<file path="config.mk">
export PLATFORM = sky130hd
export DESIGN_NAME = tblx_unit
export DESIGN_NICKNAME = d
export VERILOG_FILES = /design/src/rtl/tblx_pkg.sv /design/src/rtl/tblx_ptr_step.sv /design/src/rtl/tblx_byte_lane.sv /design/src/rtl/tblx_unit.sv
export SDC_FILE = /design/constraint.sdc
export NUM_CORES = 1
export LEC_CHECK = 0
export ABC_AREA = 1
export BUFFER_PORTS_ARGS = -buffer_cell sky130_fd_sc_hd__buf_2
export CORE_MARGIN = 4
export CORE_UTILIZATION = 30
export CTS_CLUSTER_DIAMETER = 100
export DETAILED_ROUTE_END_ITERATION = 10
export GPL_TIMING_DRIVEN = 0
export PLACE_DENSITY = 0.5
export SYNTH_ARGS = -nofsm -noshare
export SYNTH_HDL_FRONTEND = slang
export SYNTH_SLANG_ARGS = --single-unit
</file>
<file path="constraint.sdc">
create_clock -name clk -period 2.3 [get_ports clk]
set_input_delay 0.345 -clock clk [delete_from_list [all_inputs] [get_ports clk]]
set_output_delay 0.345 -clock clk [all_outputs]
set_load 0.01 [all_outputs]
</file>
<file path="src/rtl/tblx_pkg.sv">
package tblx_pkg;

    typedef enum logic [2:0] {
        OP_IDLE  = 3'd0,
        OP_READ  = 3'd1,
        OP_WRITE = 3'd2,
        OP_LDPTR = 3'd3,
        OP_LDLAT = 3'd4
    } op_e;

    typedef enum logic [1:0] {
        MD_KEEP = 2'd0,
        MD_POST_INC = 2'd1,
        MD_POST_DEC = 2'd2,
        MD_PRE_INC  = 2'd3
    } mode_e;

endpackage

</file>
<file path="src/rtl/tblx_ptr_step.sv">
module tblx_ptr_step #(
    parameter int PTR_W = 21
) (
    input  logic [PTR_W-1:0] cur,
    input  logic [1:0]       mode,
    output logic [PTR_W-1:0] eff,
    output logic [PTR_W-1:0] nxt
);
    import tblx_pkg::*;

    logic [PTR_W-1:0] plus_one;
    logic [PTR_W-1:0] minus_one;

    assign plus_one  = cur + PTR_W'(1);
    assign minus_one = cur - PTR_W'(1);

    always_comb begin
        eff = cur;
        nxt = cur;
        case (mode_e'(mode))
            MD_POST_INC: nxt = plus_one;
            MD_POST_DEC: nxt = minus_one;
            MD_PRE_INC: begin
                eff = plus_one;
                nxt = plus_one;
            end
            default: ;
        endcase
    end
endmodule

</file>
<file path="src/rtl/tblx_byte_lane.sv">
module tblx_byte_lane #(
    parameter int BYTE_W = 8,
    parameter int LANES  = 2,
    localparam int SEL_W  = (LANES > 1) ? $clog2(LANES) : 1,
    localparam int WORD_W = BYTE_W * LANES
) (
    input  logic [WORD_W-1:0] word_in,
    input  logic [SEL_W-1:0]  pick,
    input  logic [BYTE_W-1:0] byte_in,
    output logic [BYTE_W-1:0] byte_out,
    output logic [WORD_W-1:0] word_merged
);
    logic [LANES-1:0][BYTE_W-1:0] lanes_in;
    logic [LANES-1:0][BYTE_W-1:0] lanes_out;

    assign lanes_in    = word_in;
    assign byte_out    = lanes_in[pick];
    assign word_merged = lanes_out;

    for (genvar g = 0; g < LANES; g++) begin : g_lane
        assign lanes_out[g] = (pick == SEL_W'(g)) ? byte_in : lanes_in[g];
    end
endmodule

</file>
<file path="src/rtl/tblx_unit.sv">
module tblx_unit #(
    parameter int PTR_W  = 21,
    parameter int BYTE_W = 8,
    parameter int LANES  = 2,
    localparam int SEL_W  = (LANES > 1) ? $clog2(LANES) : 1,
    localparam int WORD_W = BYTE_W * LANES,
    localparam int ADDR_W = PTR_W - SEL_W
) (
    input  logic              clk,
    input  logic              rst_n,
    input  logic [2:0]        cmd_op,
    input  logic [1:0]        cmd_mode,
    input  logic [PTR_W-1:0]  ptr_wdata,
    input  logic [BYTE_W-1:0] latch_wdata,
    output logic              mem_rd_en,
    output logic [ADDR_W-1:0] mem_addr,
    input  logic [WORD_W-1:0] mem_rdata,
    output logic              busy,
    output logic [PTR_W-1:0]  ptr,
    output logic [BYTE_W-1:0] latch,
    output logic [WORD_W-1:0] hold_word
);
    import tblx_pkg::*;

    typedef struct packed {
        logic [PTR_W-1:0]  ptr;
        logic [BYTE_W-1:0] latch;
        logic [WORD_W-1:0] hold;
        logic              busy;
        logic [SEL_W-1:0]  sel;
    } st_t;

    st_t st_q, st_d;

    logic [PTR_W-1:0]  eff_ptr;
    logic [PTR_W-1:0]  nxt_ptr;
    logic [BYTE_W-1:0] rd_byte;
    logic [BYTE_W-1:0] unused_byte;
    logic [WORD_W-1:0] merged_hold;
    logic [WORD_W-1:0] unused_word;
    op_e               op;
    logic              take_rd, take_wr, take_lp, take_ll;

    assign op      = op_e'(cmd_op);
    assign take_rd = !st_q.busy && (op == OP_READ);
    assign take_wr = !st_q.busy && (op == OP_WRITE);
    assign take_lp = !st_q.busy && (op == OP_LDPTR);
    assign take_ll = !st_q.busy && (op == OP_LDLAT);

    tblx_ptr_step #(.PTR_W(PTR_W)) u_step (
        .cur  (st_q.ptr),
        .mode (cmd_mode),
        .eff  (eff_ptr),
        .nxt  (nxt_ptr)
    );

    // Extract the returned byte using the lane remembered from the request.
    tblx_byte_lane #(.BYTE_W(BYTE_W), .LANES(LANES)) u_rd_lane (
        .word_in     (mem_rdata),
        .pick        (st_q.sel),
        .byte_in     (st_q.latch),
        .byte_out    (rd_byte),
        .word_merged (unused_word)
    );

    // Merge the latch into the holding word at the effective lane.
    tblx_byte_lane #(.BYTE_W(BYTE_W), .LANES(LANES)) u_wr_lane (
        .word_in     (st_q.hold),
        .pick        (eff_ptr[SEL_W-1:0]),
        .byte_in     (st_q.latch),
        .byte_out    (unused_byte),
        .word_merged (merged_hold)
    );

    always_comb begin
        st_d      = st_q;
        st_d.busy = 1'b0;
        if (st_q.busy) begin
            st_d.latch = rd_byte;
        end
        if (take_rd) begin
            st_d.busy = 1'b1;
            st_d.sel  = eff_ptr[SEL_W-1:0];
            st_d.ptr  = nxt_ptr;
        end
        if (take_wr) begin
            st_d.hold = merged_hold;
            st_d.ptr  = nxt_ptr;
        end
        if (take_lp) begin
            st_d.ptr = ptr_wdata;
        end
        if (take_ll) begin
            st_d.latch = latch_wdata;
        end
    end

    always_ff @(posedge clk or negedge rst_n) begin
        if (!rst_n) begin
            st_q <= '0;
        end else begin
            st_q <= st_d;
        end
    end

    assign mem_rd_en = take_rd;
    assign mem_addr  = eff_ptr[PTR_W-1:SEL_W];
    assign busy      = st_q.busy;
    assign ptr       = st_q.ptr;
    assign latch     = st_q.latch;
    assign hold_word = st_q.hold;

    // the busy flag lasts exactly one cycle after an accepted read.
    a_r4_busy_after_read: assert property (@(posedge clk) disable iff (!rst_n)
        mem_rd_en |=> busy);
    a_r4_busy_single: assert property (@(posedge clk) disable iff (!rst_n)
        busy |=> !busy);

    // state other than the latch does not move during a busy cycle.
    a_r5_ptr_frozen: assert property (@(posedge clk) disable iff (!rst_n)
        busy |=> $stable(ptr) && $stable(hold_word));
    a_r5_no_read_busy: assert property (@(posedge clk) disable iff (!rst_n)
        busy |-> !mem_rd_en);

    // the latch changes only by a completed read or a latch load.
    a_r8_latch_hold: assert property (@(posedge clk) disable iff (!rst_n)
        (!busy && !take_ll) |=> $stable(latch));

    // the holding word changes only on an accepted write.
    a_r7_hold_only_write: assert property (@(posedge clk) disable iff (!rst_n)
        !take_wr |=> $stable(hold_word));

    // post-increment steps the pointer by exactly one with wrap.
    a_r6_post_inc: assert property (@(posedge clk) disable iff (!rst_n)
        ((take_rd || take_wr) && cmd_mode == 2'd1) |=> ptr == $past(ptr) + PTR_W'(1));
endmodule

</file>
==> results of run 1 <==
[how the worst max path moves through the flow]
stage               cells past startpoint  slack (ns)           end
floorplan                               7        0.49   mem_addr[9]
global placement                       10        0.04  mem_addr[17]
detailed placement                     10        0.05  mem_addr[17]
CTS                                     8        0.05  mem_addr[11]
global route                           11       -0.06  mem_addr[16]
finish                                  8        0.14   mem_addr[9]
[Yosys cell counts (all sizes together)]
| cell type | number | area, sq um |
|---|---|---|
| xnor2 | 1 | 8.76 |
| nor2 | 70 | 333 |
| clkinv | 2 | 7.51 |
| buf | 23 | 160 |
| o22ai | 5 | 31.3 |
| nand2 | 202 | 786 |
| o21ai | 62 | 329 |
| nor3 | 2 | 26.3 |
| or2 | 2 | 12.5 |
| nand4 | 6 | 37.5 |
| a21oi | 9 | 45.0 |
| dfrtp | 47 | 1180 |
| nand3 | 53 | 280 |
| o221ai | 2 | 17.5 |
| ha | 2 | 25.0 |
| o211ai | 13 | 103 |
| and2 | 1 | 6.26 |
| clkbuf | 6 | 23.8 |
| a31oi | 1 | 6.26 |
| xor2 | 12 | 105 |
| inv | 62 | 233 |
[cells by family after synthesis]
kind of cell,Yosys count,synth area share (%)
flip-flops,47,31.3
AND/OR/NAND/NOR,336,39.5
buffers and inverters,93,11.3
adder cells (fa/ha/maj),2,0.667
XOR/XNOR,13,3.03
AO/OA/AOI/OAI,92,14.2
[layout make-up]
cell class,instances,area share [%]
timing repair buffer,124,13.1
sequential,47,24.5
clock buffer,5,2.58
tap,168,4.34
inverter,64,4.96
buffer,29,4.08
clock inverter,3,0.594
multi-input combinational,443,45.8
[power breakdown]
part,leakage (uW),internal (uW),switching (uW)
registers,0.000573,1120,236
clock network,0.0000767,420,374
logic,0.00184,910,1540
total,0.00249,2450,2150
[sequential cells by signal, summed over array words and instances, names as in the netlist]
| signal | flops |
|---|---|
| st_q | 1 |
| ptr | 21 |
| busy | 1 |
| hold_word | 16 |
| latch | 8 |
[what timing repair did]
item | 4_1_cts | 5_1_grt
resized for setup | 3 | 31
setup endpoints to repair | 8 | 12
buffers inserted | 3 | 3
pin swaps | 0 | 3
[layer usage]
metal	GRT usage (%)	vias up	part of all wire [%]
li1	-	2123	-
met1	24.9	1875	46
met2	30.1	140	45
met3	4.81	10	8.2
met4	3.94	0	1.0
met5	0	-	0
[per-stage QoR]
step | TNS [ns] | power [uW]
floorplan | 0 | 2820
global placement | 0 | 3670
detailed placement | 0 | 3690
global route | -0.0712 | 4990
CTS | 0 | 4540
finish | 0 | 4600
[worst max-delay path, stage by stage, from the launching register on]
cell and delay, ns:
dfrtp_2 0.37, ha_2 0.22, nand3_4 0.12, nor2_4 0.18, nand2_2 0.10, xor2_1 0.19, nand2_1 0.07, o21ai_0 0.10
buf_2 0.17
==> run_results.csv, run 1 <==
group,metric,value,unit
outcome,status,"finished clean",
clock_tree,clk_path_buf_depth,2,
placement,portBuffers,118,
timing,post-route-period-util,94.1,%
placement,place_area,4550,sq um
die,die_w,120,um
setup_path,setup.worst_path.end_class,"output port",
routing,avgRoutedWirePerCell,15.0,um
placement,gp_congestion,0.944,
global_route,grt_pass1_wl,21100,um
timing,clock.fmax,0.462,GHz
routing,via_per_inst,4.70,
yosys,synth_area_per_cell,6.44,sq um
routing,drc_errors,0,
yosys,syn_area,3750,sq um
clock_tree,root_buffer,"clkbuf_16",
setup_path,crit_required,1.96,ns
timing,setup_slack,0.137,ns
finish,fin_nets,768,
setup_path,r2r-start,"ptr[0]$_DFFE_PN0P_",
placement,dp.cells,869,
routing,firstDrtPassIters,5,
worst_hold_path,hold_class,"input pin to asynchronous set/reset pin",
timing,hold_violations,0,
setup_path,path_class,"flip-flop to output port",
die,start_util,31.0,%
die,io_pins,119,
clock_tree,cts_max_level,2,
yosys,syn-num-nets,637,
clock_tree,worstSkewPairLatency,0.30,ns
clock_tree,cts_tree,"built",
global_route,antenna_found_initial,0,
finish,final_area,4840,sq um
finish,final_common_cell,"nand2_1",
setup_path,crit_path_max_fanout,3,
setup_path,crit_path_start,"ptr[1]$_DFFE_PN0P_",
finish,utilization,40.0,%
clock_tree,cts_hold_buffers,0,
global_route,gr-usage-all-layers,18.5,%
yosys,synth-seq-cells,47,
timing,tightest_slew,1.11,ns
routing,antenna_left,0,
global_route,grt_pass1_vias,4007,
finish,final_cell_mix,"nand2_1, buf_2, inv_1, nand3_1, nor2_1",
global_route,grt_max_degree,48,
placement,post-dp-hpwl,10400,um
setup_path,rr_endpoint,"ptr[14]$_DFFE_PN0P_",
yosys,synth_seq_area_share,31.3,%
routing,vias,4148,
finish,diodes,0,
clock_tree,clock-sinks,47,
power_and_ir_drop,p_leak,0.00249,uW
die,die_h,120,um
job,maxCapViolations,0,
timing,rsz0062_at_grt,"yes",
finish,instances_no_fill,883,
timing,slew_violations,0,
yosys,netlist_instances,583,
timing,slew_headroom,26.3,%
power_and_ir_drop,power_density,950,nW/um^2
setup_path,worstPathArrival,1.82,ns
setup_path,r2r_slack,0.19,ns
timing,finalCriticalPeriod,2.16,ns
finish,fillCellCount,1367,
finish,drive_gt1_share,30.8,%
clock_tree,numCtsBuffers,5,
finish,area_growth,29.0,%
yosys,yosys_warnings,0,
setup_path,crit_path_start_kind,"flip-flop",
routing,routed_wl,13300,um
clock_tree,clkTransAtPathRegs,0.07,ns
yosys,synth.distinct_cells,34,
timing,skew,0.00751,ns
die,design.die.area,14400,sq um
finish,seq_area,1180,sq um
setup_path,worst-r2r-cell-count,12,
timing,finalSetupViolCount,0,
global_route,grt_overflow,0,
power_and_ir_drop,ir_worst_vdd,423,uV
timing,whs,0.258,ns
die,std_cell_rows,40,
routing,drt_iter0_markers,248,
placement,post-place-ws,0.0492,ns
die,core,12100,sq um
finish,multi_input_area,2220,sq um
(Power assumes the default switching activity.)
==> run 2: changes to the inputs <==
PLACE_DENSITY = 0.48   (was 0.5)
SYNTH_HIERARCHICAL = 1   (was default)
==> run_results.csv, run 2 <==
group,metric,value,unit
outcome,status,"finished clean",
die,io_pins,119,
setup_path,cp_slowest_cell,"dfrtp_1",
clock_tree,clock-sinks,47,
setup_path,setup.worst_path.end_class,"output port",
timing,finalSetupViolCount,0,
finish,final_cell_mix,"nand2_1, buf_2, inv_1, nand3_1, buf_4",
setup_path,max_stage_delay,0.40,ns
finish,largest_register_ffs,21,
timing,post-route-period-util,94.5,%
yosys,syn-num-nets,841,
clock_tree,clkTransAtPathRegs,0.07,ns
global_route,grt_pass1_vias,4922,
timing,hold_violations,0,
global_route,grt_overflow,0,
timing,rsz0062_at_grt,"yes",
finish,drive_gt1_share,30.8,%
timing,slew_headroom,23.7,%
setup_path,crit_path_start_kind,"flip-flop",
clock_tree,cts_max_level,2,
finish,area_growth,26.4,%
power_and_ir_drop,p_leak,0.00329,uW
routing,via_per_inst,4.57,
die,design.die.area,18200,sq um
setup_path,path_delay_family,"simple AND/OR/NAND/NOR gates",
die,die_h,135,um
global_route,grt_pass1_wl,26200,um
finish,fillCellCount,1795,
clock_tree,cts_tree,"built",
global_route,gr-usage-all-layers,18.1,%
setup_path,crit_path_max_fanout,8,
placement,gp_congestion,0.868,
timing,whs,0.259,ns
timing,slew_violations,0,
finish,diodes,0,
setup_path,path_class,"flip-flop to output port",
setup_path,crit_required,1.96,ns
setup_path,worstPathArrival,1.83,ns
placement,dp.cells,1117,
yosys,netlist_instances,787,
worst_hold_path,hold_class,"input pin to asynchronous set/reset pin",
routing,antenna_left,0,
routing,firstDrtPassIters,5,
global_route,grt_max_degree,48,
die,die_w,135,um
yosys,syn_area,4830,sq um
setup_path,path_cells,"buf_6 -> nand2_1 -> nor2_1 -> nand2_1 -> o21ai_0 -> nand3_1 -> o21ai_0 -> buf_2",
yosys,synth_area_per_cell,6.14,sq um
setup_path,path_buf_inv,2,
routing,avgRoutedWirePerCell,14.3,um
die,std_cell_rows,46,
clock_tree,root_buffer,"clkbuf_16",
routing,drc_errors,0,
power_and_ir_drop,ir_worst_vdd,368,uV
routing,vias,5235,
die,start_util,30.5,%
routing,drt_iter0_markers,306,
die,core,15800,sq um
finish,final_common_cell,"nand2_1",
job,maxCapViolations,0,
timing,clock.fmax,0.460,GHz
finish,instances_no_fill,1145,
placement,portBuffers,114,
clock_tree,cts_hold_buffers,0,
timing,skew,0.00598,ns
global_route,antenna_found_initial,0,
timing,finalCriticalPeriod,2.17,ns
power_and_ir_drop,power_density,879,nW/um^2
clock_tree,clk_path_buf_depth,2,
routing,routed_wl,16400,um
clock_tree,numCtsBuffers,5,
yosys,yosys_warnings,6,
placement,post-dp-hpwl,12700,um
finish,fin_nets,982,
clock_tree,worstSkewPairLatency,0.30,ns
timing,tightest_slew,1.15,ns
[run 2: changes by cell type in the layout (fill, tap and decap cells not counted), moves of 4 or more]
| cell | before | now |
|---|---|---|
| o211ai_1 | 12 | 5 |
| nand3_1 | 49 | 84 |
| a21oi_1 | 9 | 0 |
| inv_2 | 7 | 3 |
| o21ai_0 | 31 | 24 |
| o22ai_1 | 5 | 1 |
| nor2_2 | 14 | 9 |
| nand4_1 | 6 | 30 |
| nand2_2 | 12 | 18 |
| buf_6 | 5 | 10 |
| nand2_1 | 190 | 271 |
| clkbuf_8 | 0 | 4 |
| buf_4 | 15 | 71 |
| inv_1 | 55 | 91 |
[run 2: area by class of cell]
type                            instances  area [sq um]  share of cell area (%)
Clock buffer                            6           139                    2.28
Tap cell                              216           270                    4.43
Clock inverter                          2          38.8                   0.636
Buffer                                 86           653                    10.7
Sequential cell                        47          1190                    19.5
Inverter                               98           387                    6.33
Timing Repair Buffer                  135           726                    11.9
Multi-Input combinational cell        555          2700                    44.3
[run 2: what timing repair did]
item                       4_1_cts  5_1_grt
cloned                           0        1
pin swaps                        0        5
buffers inserted                 4       16
gates resized for setup          8       31
setup endpoints to repair       11       13
[run 2: final timing paths]
check,slack [ns],start,to,cells past startpoint
max,0.13,ptr[8]$_DFFE_PN0P_,mem_addr[9],8
min in group clk,0.26,latch_wdata[4],latch[4]$_DFFE_PN0P_,3
max reg2reg,0.17,ptr[0]$_DFFE_PN0P_,ptr[10]$_DFFE_PN0P_,12
max in group asynchronous,1.25,rst_n,ptr[16]$_DFFE_PN0P_,1
min,0.26,rst_n,ptr[8]$_DFFE_PN0P_,1
min reg2reg,0.51,st_q[0]$_DFFE_PN0P_,st_q[0]$_DFFE_PN0P_,2
[run 2: per-stage QoR]
stage / cell area (sq um) / setup TNS (ns) / setup slack [ns] / total power, uW / util, %
2_1_floorplan: 4830 / 0 / 0.539 / 3390 / -
3_3_place_gp: 5670 / 0 / 0.0727 / 4270 / 35.8
3_5_place_dp: 5670 / 0 / 0.0808 / 4270 / 35.8
4_1_cts: 5890 / 0 / 0.00255 / 5260 / 37.2
5_1_grt: 6100 / -0.0155 / -0.0143 / 5870 / 38.6
6_report: 6100 / 0 / 0.126 / 5370 / 38.6
[run 2: power breakdown]
group	switching (uW)	internal, uW
registers	350	1070
logic	1660	1370
clock network	366	548
total	2380	2990
[run 2: routing by layer]
layer | GRT usage [%] | wire length, um | vias to the layer above
li1 | - | - | 2710
met5 | 0 | 0 | -
met4 | 5.09 | 191 | 0
met1 | 23.5 | 7500 | 2383
met3 | 2.68 | 856 | 12
met2 | 31.3 | 7830 | 130
